`config.mk`:
```
export PLATFORM = sky130hd
export DESIGN_NAME = evc_unit
export DESIGN_NICKNAME = d
export VERILOG_FILES = /design/src/rtl/evc_pkg.sv /design/src/rtl/evc_regfile.sv /design/src/rtl/evc_src_gate.sv /design/src/rtl/evc_sat_counter.sv /design/src/rtl/evc_unit.sv
export SDC_FILE = /design/constraint.sdc
export NUM_CORES = 1
export LEC_CHECK = 0
export ABC_AREA = 1
export BUFFER_PORTS_ARGS = -buffer_cell sky130_fd_sc_hd__buf_2
export CAP_MARGIN = 20
export CORE_MARGIN = 2
export CORE_UTILIZATION = 55
export DETAILED_ROUTE_END_ITERATION = 7
export PLACE_DENSITY = 0.86
export SYNTH_ARGS = -nofsm -noshare
export SYNTH_HDL_FRONTEND = slang
export SYNTH_SLANG_ARGS = --single-unit
```
`constraint.sdc`:
```
create_clock -name clk -period 2.7 [get_ports clk]
set_clock_uncertainty 0.15 [all_clocks]
set_input_delay 0.135 -clock clk [delete_from_list [all_inputs] [get_ports clk]]
set_output_delay 0.135 -clock clk [all_outputs]
set_load 0.01 [all_outputs]
```
`src/rtl/evc_pkg.sv`:
```
`timescale 1ns/1ps
package evc_pkg;
  localparam int ADDR_W   = 5;
  localparam int DATA_W   = 32;
  localparam int SRC_W    = 4;
  localparam int NCNT     = 2;
  localparam int NCODE    = 2 ** SRC_W;
  localparam int BASE_TOP = 9;   // highest code present in every build
  localparam int STRIDE   = 4;

  localparam logic [ADDR_W-1:0] OFS_CTRL = 5'h00;
  localparam logic [ADDR_W-1:0] OFS_CFG0 = 5'h08;  // counter i at OFS_CFG0 - 4*i
  localparam logic [ADDR_W-1:0] OFS_VAL0 = 5'h10;  // counter i at OFS_VAL0 - 4*i

  typedef struct packed {
    logic [SRC_W-1:0] src;
    logic             irq_off;
  } cfg_t;

  function automatic logic [ADDR_W-1:0] cfg_ofs(input int idx);
    return OFS_CFG0 - ADDR_W'(STRIDE * idx);
  endfunction

  function automatic logic [ADDR_W-1:0] val_ofs(input int idx);
    return OFS_VAL0 - ADDR_W'(STRIDE * idx);
  endfunction

  function automatic logic is_mapped(input logic [ADDR_W-1:0] a);
    logic hit;
    hit = (a == OFS_CTRL);
    for (int i = 0; i < NCNT; i++) hit = hit | (a == cfg_ofs(i)) | (a == val_ofs(i));
    return hit;
  endfunction
endpackage

```
`src/rtl/evc_regfile.sv`:
```
`timescale 1ns/1ps
module evc_regfile
  import evc_pkg::*;
(
  input  logic                    clk,
  input  logic                    rst_n,
  input  logic                    wr_i,
  input  logic [ADDR_W-1:0]       addr_i,
  input  logic [DATA_W-1:0]       wdata_i,
  output logic                    enable_o,
  output cfg_t [NCNT-1:0]         cfg_o,
  output logic [NCNT-1:0]         load_o
);
  logic unused_wbits;
  assign unused_wbits = ^{wdata_i[DATA_W-1:6], wdata_i[1]};

  always_ff @(posedge clk) begin
    if (!rst_n)                              enable_o <= 1'b0;
    else if (wr_i && addr_i == OFS_CTRL)     enable_o <= wdata_i[0];
  end

  for (genvar i = 0; i < NCNT; i++) begin : g_cfg
    always_ff @(posedge clk) begin
      if (!rst_n) cfg_o[i] <= '0;
      else if (wr_i && addr_i == cfg_ofs(i)) begin
        cfg_o[i].src     <= wdata_i[5:2];
        cfg_o[i].irq_off <= wdata_i[0];
      end
    end
    assign load_o[i] = wr_i && (addr_i == val_ofs(i));
  end

  // a write outside the map leaves control and configuration untouched
  a_r10_stray_write: assert property (@(posedge clk) disable iff (!rst_n)
    (wr_i && !is_mapped(addr_i)) |=> ($stable(enable_o) && $stable(cfg_o)));
  // at most one value register is addressed by any write
  a_r4_one_load: assert property (@(posedge clk) disable iff (!rst_n)
    $onehot0(load_o));
endmodule

```
`src/rtl/evc_src_gate.sv`:
```
`timescale 1ns/1ps
module evc_src_gate
  import evc_pkg::*;
#(
  parameter bit EXT_EVENTS = 1'b1
) (
  input  logic              clk,
  input  logic              rst_n,
  input  logic              enable_i,
  input  logic [SRC_W-1:0]  src_i,
  input  logic [NCODE-1:0]  evt_i,     // bit 0 is tied low
  output logic              inc_o
);
  logic src_ok;

  if (EXT_EVENTS) begin : g_ext
    assign src_ok = (src_i != '0);
  end else begin : g_base
    assign src_ok = (src_i != '0) && (src_i <= SRC_W'(BASE_TOP));
    // upper codes never produce an increment in the base build
    a_r7_upper_dead: assert property (@(posedge clk) disable iff (!rst_n)
      (src_i > SRC_W'(BASE_TOP)) |-> !inc_o);
  end

  assign inc_o = enable_i && src_ok && evt_i[src_i];

  // disabled source never requests a count
  a_r6_src_zero: assert property (@(posedge clk) disable iff (!rst_n)
    (src_i == '0) |-> !inc_o);
  // global enable low blocks every request
  a_r5_gate_off: assert property (@(posedge clk) disable iff (!rst_n)
    !enable_i |-> !inc_o);
endmodule

```
`src/rtl/evc_sat_counter.sv`:
```
`timescale 1ns/1ps
module evc_sat_counter #(
  parameter int W = 32
) (
  input  logic          clk,
  input  logic          rst_n,
  input  logic          load_i,
  input  logic [W-1:0]  load_val_i,
  input  logic          inc_i,
  output logic [W-1:0]  count_o
);
  localparam logic [W-1:0] TOP = '1;

  always_ff @(posedge clk) begin
    if (!rst_n)                         count_o <= '0;
    else if (load_i)                    count_o <= load_val_i;
    else if (inc_i && count_o != TOP)   count_o <= count_o + 1'b1;
  end

  // saturated value holds
  a_r3_sat_hold: assert property (@(posedge clk) disable iff (!rst_n)
    (count_o == TOP && !load_i) |=> (count_o == TOP));
  // a granted event adds exactly one
  a_r2_step_one: assert property (@(posedge clk) disable iff (!rst_n)
    (!load_i && inc_i && count_o != TOP) |=> (count_o == $past(count_o) + 1'b1));
  // a load beats a concurrent increment
  a_r8_load_wins: assert property (@(posedge clk) disable iff (!rst_n)
    load_i |=> (count_o == $past(load_val_i)));
  // without request or load the value is kept
  a_r5_idle_hold: assert property (@(posedge clk) disable iff (!rst_n)
    (!load_i && !inc_i) |=> $stable(count_o));
endmodule

```
`src/rtl/evc_unit.sv`:
```
`timescale 1ns/1ps
module evc_unit
  import evc_pkg::*;
#(
  parameter bit EXT_EVENTS = 1'b1
) (
  input  logic               clk,
  input  logic               rst_n,
  input  logic               bus_wr,
  input  logic               bus_rd,
  input  logic [ADDR_W-1:0]  bus_addr,
  input  logic [DATA_W-1:0]  bus_wdata,
  output logic [DATA_W-1:0]  bus_rdata,
  input  logic [NCODE-2:0]   evt_strobe
);
  logic                      enable;
  cfg_t [NCNT-1:0]           cfg;
  logic [NCNT-1:0]           load;
  logic [NCNT-1:0]           inc;
  logic [NCNT-1:0][DATA_W-1:0] count;
  logic [NCODE-1:0]          evt_vec;

  assign evt_vec = {evt_strobe, 1'b0};

  evc_regfile u_regs (
    .clk(clk), .rst_n(rst_n), .wr_i(bus_wr), .addr_i(bus_addr),
    .wdata_i(bus_wdata), .enable_o(enable), .cfg_o(cfg), .load_o(load)
  );

  for (genvar i = 0; i < NCNT; i++) begin : g_chan
    evc_src_gate #(.EXT_EVENTS(EXT_EVENTS)) u_gate (
      .clk(clk), .rst_n(rst_n), .enable_i(enable), .src_i(cfg[i].src),
      .evt_i(evt_vec), .inc_o(inc[i])
    );
    evc_sat_counter #(.W(DATA_W)) u_cnt (
      .clk(clk), .rst_n(rst_n), .load_i(load[i]), .load_val_i(bus_wdata),
      .inc_i(inc[i]), .count_o(count[i])
    );
  end

  always_comb begin
    bus_rdata = '0;
    if (bus_rd) begin
      if (bus_addr == OFS_CTRL) bus_rdata = {{(DATA_W-1){1'b0}}, enable};
      for (int i = 0; i < NCNT; i++) begin
        if (bus_addr == cfg_ofs(i))
          bus_rdata = {{(DATA_W-SRC_W-2){1'b0}}, cfg[i].src, 1'b0, cfg[i].irq_off};
        if (bus_addr == val_ofs(i)) bus_rdata = count[i];
      end
    end
  end

  // unmapped reads return zero
  a_r10_zero_read: assert property (@(posedge clk) disable iff (!rst_n)
    (bus_rd && !is_mapped(bus_addr)) |-> (bus_rdata == '0));
endmodule

```
==> results.md, run 1 <==
- Initial Util: 55.8%
- Leak: 2.81 nW
- Number of port buffers: 87
- Die W: 111 um
- Ports: 88
- Final hold vios: 0
- Cell-internal power: 2.02 mW
- Sw Ratio: 23.3%
- Asr flop ratio synth: 0%
- Post-synth EDFFs: 0
- Synth top area share: 26.6%
- CTS Sinks: 75
- Crit-path max FO: 21
- Synth-to-layout area growth: 13.3%
- Vias in the first global route: 6835
- DR DRC count: 0
- Synth cell count leaders: 447 x nand2_1, 113 x nor2_1, 112 x nand3_1, 103 x a21oi_1, 75 x dfxtp_1
- Slew Limit Fails: 0
- Rows: 39
- FF+latch area: 1500 um^2
- Hold_buf cts: 6
- RSZ-0062 raised after global routing: no
- Peak VDD IR: 0.000221 V
- Worst endpoint required time: 2.41 ns
- Sequential share of the synthesized area: 23.8%
- Global-route wire length before repair: 35.2 mm
- Clock Path Buffers: 2
- Post-Syn Instances: 1134
- Library cells used by synthesis: 40
- Synth Cell Area: 6310 um^2
- Share of layout cells above drive strength 1: 12.5%
- Element type at the critical path start: primary input
- Clock-pin slew on the worst setup and hold paths: 0.06 ns
- Multi-input logic area: 4240 um^2
- Rel. slew slack: 54.8%
- FMAX: 390 MHz
- Setup repair bufs after CTS: 0
- Outcome: completed
- Vias/cell: 5.71
- Synth Warn #: 0
- Cell taking the most area after synthesis: nand2_1
- Switch Pwr: 616 uW
- Nets: 1263
- Core Region: 11300 um^2
- Seq pwr share: 42.2%
- Vias: 7730
- Grt total ovfl: 0
- CTS tree: yes
- Largest net degree at the start of global routing: 59
- Crit Path Class: in -> out
- DIE HEIGHT: 111 um
- Top FF cell, synth: dfxtp_1
- HP Class: in -> reg
- Setup-failing EPs final: 0
- Root buf cell: clkbuf_16
- Setup total negative slack: 0 ns
- Routed len/inst: 16.3 um
- CP arrival: 2.28 ns
- GPL Wtd Cong: 1.08
- Total track usage: 35.1%
- Resized cells post-CTS: 0
- Initial antenna violation count: 0
- Cell with the most instances after synthesis: nand2_1
- Synthesis-stage register bit count: 75
- H-tree Lvls: 3
- Post-detail-place hpwl: 16.5 mm
- Synth top area cells: nand2_1 27%, dfxtp_1 24%, nand3_1 8.9%
- Final period util: 94.9%
- TritonRoute pass-1 iters: 5
- Layout fillers: 1128
- Avg Synthesized Cell Area: 5.57 um^2
- Fin crit period: 2.56 ns
- Max-cap violations: 0
- Power Density: 369 nW/um^2
- Clock power share: 50.8%
- Routed Wire Length: 22.0 mm
- Worst hold margin: 0.0185 ns
- Die ar.: 12400 um^2
- Worst-Skew Late Latency: 0.34 ns
- Final cell count without fillers: 1353
- ANT cells: 0
- Tot Pwr: 2.64 mW
- Dpl cells: 1331
- Routed Antenna Nets: 0
- Setup crit end kind: output pin
- Combinational share of power: 7.0%
- DR iter-0 viols: 878
- Syn Nets: 1192
- Num CTS Buffers: 9
- Slew @ Worst Pin: 0.678 ns
## cell usage in the layout (no fill, tap or decap), drive strengths merged, types with 2 or more instances in the layout
cell and n:
or2 2, a221oi 2, a21oi 103, dlygate4sd3 6
a31oi 2, nand2 451, nand3b 21, xor2 14
o211ai 2, xnor2 6, ha 2, clkinv 6
dfxtp 75, buf 103, clkbuf 11, o21ai 54
nor2 128, inv 75, nor3 6, bufinv 2
o21bai 3, o22ai 4, nand4 7, nand3 118
## power groups by stage
| stage | Clock (mW) | Combinational (mW) | Sequential (mW) |
|---|---|---|---|
| after CTS | 1.35 | 0.175 | 1.11 |
| after global routing | 1.40 | 0.194 | 1.11 |
| final | 1.34 | 0.184 | 1.11 |
| after global placement | 0 | 0.170 | 1.14 |
| after detailed placement | 0 | 0.169 | 1.14 |
| after floorplan | 0 | 0.0815 | 1.14 |
## critical path: stages
cell,delay (ns)
dlygate4sd3_1,0.54
buf_2,0.14
nor2_1,0.14
nand3_1,0.16
inv_1,0.32
buf_4,0.30
nand2_1,0.08
a21oi_1,0.26
buf_2,0.19
## sequential cells by signal, summed over array words and instances, names as in the netlist
signal,count
g_chan.u_cnt.count_o,64
u_regs.cfg_o,10
u_regs.enable_o,1
## logic make-up (layout without fill, tap and decap cells)
group | after synthesis | after routing | synth area share [%]
fa+ha+maj | 2 | 2 | 0.396
buf+inv | 127 | 203 | 9.09
simple gates | 737 | 737 | 49.7
compound gates | 173 | 173 | 14.3
flops | 75 | 75 | 23.8
xor+xnor | 20 | 20 | 2.77
## per-stage QoR
stage	utilization, %	setup slack, ns	cell area (um^2)
2_1_floorplan	-	0.833	6310
3_3_place_gp	59.8	0.506	6770
3_5_place_dp	59.8	0.461	6770
4_1_cts	63.2	0.224	7160
5_1_grt	63.2	0.0785	7160
6_report	63.2	0.139	7160
## layer usage
metal | up-vias | part of all wire (%) | global-route usage [%]
met5 | - | 0 | 0
met4 | 0 | 3.8 | 14.6
met3 | 76 | 11 | 5.03
met2 | 443 | 44 | 52.9
met1 | 3408 | 41 | 50.2
li1 | 3803 | - | -
## final timing paths
path	depth (start not counted)	start	end	slack, ns
worst max-delay path	9	bus_addr[3]	bus_rdata[27]	0.14
worst min-delay path	5	bus_wdata[16]	g_chan[0].u_cnt.count_o[16]$_SDFFE_PN0P_	0.02
worst max register to register	10	g_chan[0].u_cnt.count_o[0]$_SDFFE_PN0P_	g_chan[0].u_cnt.count_o[19]$_SDFFE_PN0P_	0.37
worst min register to register	2	u_regs.cfg_o[0]$_SDFFE_PN0P_	u_regs.cfg_o[0]$_SDFFE_PN0P_	0.30
## final cells by class
class,instances,area share [%]
Tap cell,143,2.50
Clock inverter,5,1.05
Sequential cell,75,21.0
Inverter,78,4.09
Timing Repair Buffer,109,8.60
Multi-Input combinational cell,932,59.2
Clock buffer,11,3.53
Note: power is estimated with default switching activity, not from simulation.
==> run 2, diff against run 1 <==
--- a/config.mk
+++ b/config.mk
@@ -5,13 +5,13 @@
 export SDC_FILE = /design/constraint.sdc
 export NUM_CORES = 1
 export LEC_CHECK = 0
-export ABC_AREA = 1
+export ABC_AREA = 0
 export BUFFER_PORTS_ARGS = -buffer_cell sky130_fd_sc_hd__buf_2
 export CAP_MARGIN = 20
 export CORE_MARGIN = 2
 export CORE_UTILIZATION = 55
 export DETAILED_ROUTE_END_ITERATION = 7
-export PLACE_DENSITY = 0.86
+export PLACE_DENSITY = 0.87
 export SYNTH_ARGS = -nofsm -noshare
 export SYNTH_HDL_FRONTEND = slang
 export SYNTH_SLANG_ARGS = --single-unit
==> run 2 against run 1 <==
The flow now finishes with violations (DRC, setup timing). Count of clock-buffer cells in the layout unchanged. Largest cell class unchanged. Flip-flop and latch count unchanged. Wire length down 7.1%. Largest power group is now registers. Critical path depth fell by 2. Combinational power up 77%. Sequential share of layout area up 1.9 points. Highest routed layer unchanged. Clock power down 30%. Sequential power is 9.9% higher. Total power shrank 6.2%. Synthesized area down 15%. Hold slack better by 0.0059 ns.
==> results.md, run 2 <==
- Outcome: finished, violations left
- Failing checks: DRC, setup timing
- Synth-to-layout area growth: 22.7%
- Global-route wire length before repair: 32.0 mm (-9.1%)
- Die ar.: 10600 um^2 (-14%)
- Tot Pwr: 2.48 mW (-6.2%)
- Commonest non-fill, non-tap cell in the layout: buf_2
- Num CTS Buffers: 9 (unchanged)
- Rows: 36 (-7.7%)
- Synth cell count leaders: 75 x dfxtp_1, 64 x nand2_1, 54 x clkbuf_1, 54 x o21ai_0, 47 x nand3_1
- Power Density: 375 nW/um^2 (+1.6%)
- Met2 Wirelength: 9.03 mm (-6.6%)
- Post-synth EDFFs: 0 (unchanged)
- Wl on met1: 7.20 mm (-20%)
- Cell with the most instances after synthesis: dfxtp_1
- Top FF cell, synth: dfxtp_1
- GPL Wtd Cong: 0.983 (-8.9%)
- Crit Path Class: reg -> reg
- Final hold vios: 0 (unchanged)
- TritonRoute pass-1 iters: 8 (+3)
- Synth Cell Area: 5380 um^2 (-15%)
- Library cells used by synthesis: 61 (+53%)
- Slew Limit Fails: 0 (unchanged)
- Met3 WL: 2.60 mm (+4.2%)
- Post-detail-place hpwl: 13.6 mm (-17%)
- DR DRC count: 1 (+1)
- Grt total ovfl: 0 (unchanged)
- Worst endpoint required time: 2.83 ns (+0.42 ns)
- Top Metal Used: met4
- Vias: 6960 (-10%)
- Root buf cell: clkbuf_8
- Number of port buffers: 87 (unchanged)
- Setup crit end kind: flop
- Seq pwr share: 49.2% (+7.0 points)
- Routed len/inst: 21.3 um (+31%)
- Commonest non-fill, non-tap cells in the layout: 87 x buf_2, 67 x dfxtp_1, 64 x nand2_1
- Combinational share of power: 13.1% (+6.1 points)
- Max-cap violations: 0 (unchanged)
- Final cell count without fillers: 959 (-29%)
- DR iter-0 viols: 1093 (+24%)
- Largest net degree at the start of global routing: 82 (+39%)
- Setup-failing EPs final: 1 (+1)
- Crit-path max FO: 16 (-24%)
- Element type at the critical path start: flop
- HP Class: in -> reg
- Vias/cell: 7.26 (+27%)
- CTS Sinks: 75 (unchanged)
- Nets: 880 (-30%)
- Top flop regs: g_chan.u_cnt.count_o: 64 flops, u_regs.cfg_o: 10 flops, u_regs.enable_o: 1 flops
- Leak: 2.16 nW (-23%)
- Slew @ Worst Pin: 0.753 ns (+0.0747 ns)
- FMAX: 370 MHz (-5.2%)
- CTS tree: yes
- Cell-internal power: 1.78 mW (-12%)
- Synthesis-stage register bit count: 75 (unchanged)
- Peak VDD IR: 0.000250 V (+13%)
- Final period util: 100% (+5.2 points)
- Routed Wire Length: 20.5 mm (-7.1%)
- Switch Pwr: 700 uW (+14%)
- Syn Nets: 777 (-35%)
- ANT cells: 0 (unchanged)
- Max FFs per register: 64 (unchanged)
- H-tree Lvls: 3 (unchanged)
- Cell taking the most area after synthesis: dfxtp_1
- Rel. slew slack: 49.8% (-5.0 points)
- Clock power share: 37.6% (-13 points)
- Dpl cells: 910 (-32%)
- Setup total negative slack: -0.000160 ns (-0.000160 ns)
- Sw Ratio: 28.3% (+4.9 points)
- Worst-Skew Late Latency: 0.37 ns (+0.03 ns)
- Layout fillers: 744 (-34%)
- Clock-pin slew on the worst setup and hold paths: 0.08 ns (+0.02 ns)
- Synth top area cells: dfxtp_1 28%, o21ai_0 5.0%, a31oi_1 5.0%
- Asr flop ratio synth: 0% (unchanged)
- Fin crit period: 2.70 ns (+0.139 ns)
- Synth Warn #: 0 (unchanged)
- Initial antenna violation count: 0 (unchanged)
- Ports: 88 (unchanged)
- DIE HEIGHT: 103 um (-7.4%)
- Vias in the first global route: 6408 (-6.2%)
- PnR worst setup slack: -0.000160 ns (-0.139 ns)
- Core Region: 9640 um^2 (-15%)
- Die W: 103 um (-7.4%)
- Initial Util: 55.8% (about the same)
- Share of layout cells above drive strength 1: 20.6% (+8.1 points)
- RSZ-0062 raised after global routing: yes
- Synth top area share: 27.9% (+1.3 points)
- Clock Path Buffers: 2 (unchanged)
- Post-Syn Instances: 719 (-37%)
- CP arrival: 2.83 ns (+0.55 ns)
- Worst hold margin: 0.0244 ns (+0.00594 ns)
- Most flop-heavy register: g_chan.u_cnt.count_o
- Total track usage: 38.3% (+3.2 points)
- Routed Antenna Nets: 0 (unchanged)
- Avg Synthesized Cell Area: 7.48 um^2 (+34%)
- Sequential share of the synthesized area: 27.9% (+4.1 points)
run 2: stage by stage:
stage	util (%)	setup slack, ns	cell area [um^2]
floorplan	-	0.0695	5380
global placement	62.4	0.0837	6020
detailed placement	62.4	-0.0170	6020
CTS	67.9	0.0188	6540
global route	68.5	-0.0238	6600
finish	68.5	-0.000160	6600
run 2: area by class of cell:
cell class	count	area [um^2]	area share, %
clock buffer	11	151	2.29
clock inverter	4	48.8	0.739
inverter	10	37.5	0.569
multi-input combinational	566	3610	54.7
sequential	75	1510	22.9
tap	133	166	2.52
timing repair buffer	160	1070	16.3
run 2: critical path, cell delays in order (launching register included):
cell	delay, ns
dfxtp_1	0.39
and4_1	0.25
and4_1	0.25
and4_1	0.25
nand4b_1	0.28
buf_4	0.26
or4_1	0.54
a31oi_1	0.23
run 2: cell families after synthesis:
logic type               count (synthesis)  synth area share, %
adder cells (fa/ha/maj)                  2                0.465
multiplexers                            15                 3.49
AO/OA/AOI/OAI                          215                 26.3
AND/OR/NAND/NOR                        329                 35.3
buffers and inverters                   78                 5.70
XOR/XNOR                                 5                0.814
flip-flops                              75                 27.9
run 2: path summary, 6_finish.rpt:
| path | cells past startpoint | endpoint | slack, ns | start |
|---|---|---|---|---|
| setup reg to reg | 7 | g_chan[0].u_cnt.count_o[26]$_SDFFE_PN0P_ | -0.0002 | g_chan[0].u_cnt.count_o[22]$_SDFFE_PN0P_ |
| setup / recovery | 7 | g_chan[0].u_cnt.count_o[26]$_SDFFE_PN0P_ | -0.0002 | g_chan[0].u_cnt.count_o[22]$_SDFFE_PN0P_ |
| hold reg to reg | 2 | u_regs.cfg_o[5]$_SDFFE_PN0P_ | 0.33 | u_regs.cfg_o[5]$_SDFFE_PN0P_ |
| hold / removal | 4 | g_chan[0].u_cnt.count_o[17]$_SDFFE_PN0P_ | 0.02 | bus_wdata[17] |
run 2: layer usage:
layer / vias to the layer above / GRT usage, %
li1: 2997 / -
met4: 0 / 26.4
met1: 3126 / 48.7
met3: 180 / 7.66
met5: - / 0.962
met2: 657 / 58.2
run 2: timing repair:
| item | 4_1_cts | 5_1_grt |
|---|---|---|
| resized for setup | 2 | 15 |
| hold endpoints to repair | 59 | 0 |
| endpoints found under the setup margin | 3 | 24 |
| buffers inserted | 0 | 2 |
| hold buffers | 31 | 0 |
| pin swaps | 0 | 2 |
run 2: power groups by stage:
| stage | combinational (mW) | sequential [mW] | clock [mW] |
|---|---|---|---|
| after floorplan | 0.149 | 1.23 | 0 |
| after CTS | 0.308 | 1.21 | 0.922 |
| after global routing | 0.345 | 1.22 | 0.980 |
| after global placement | 0.259 | 1.23 | 0 |
| final | 0.325 | 1.22 | 0.932 |
| after detailed placement | 0.271 | 1.24 | 0 |
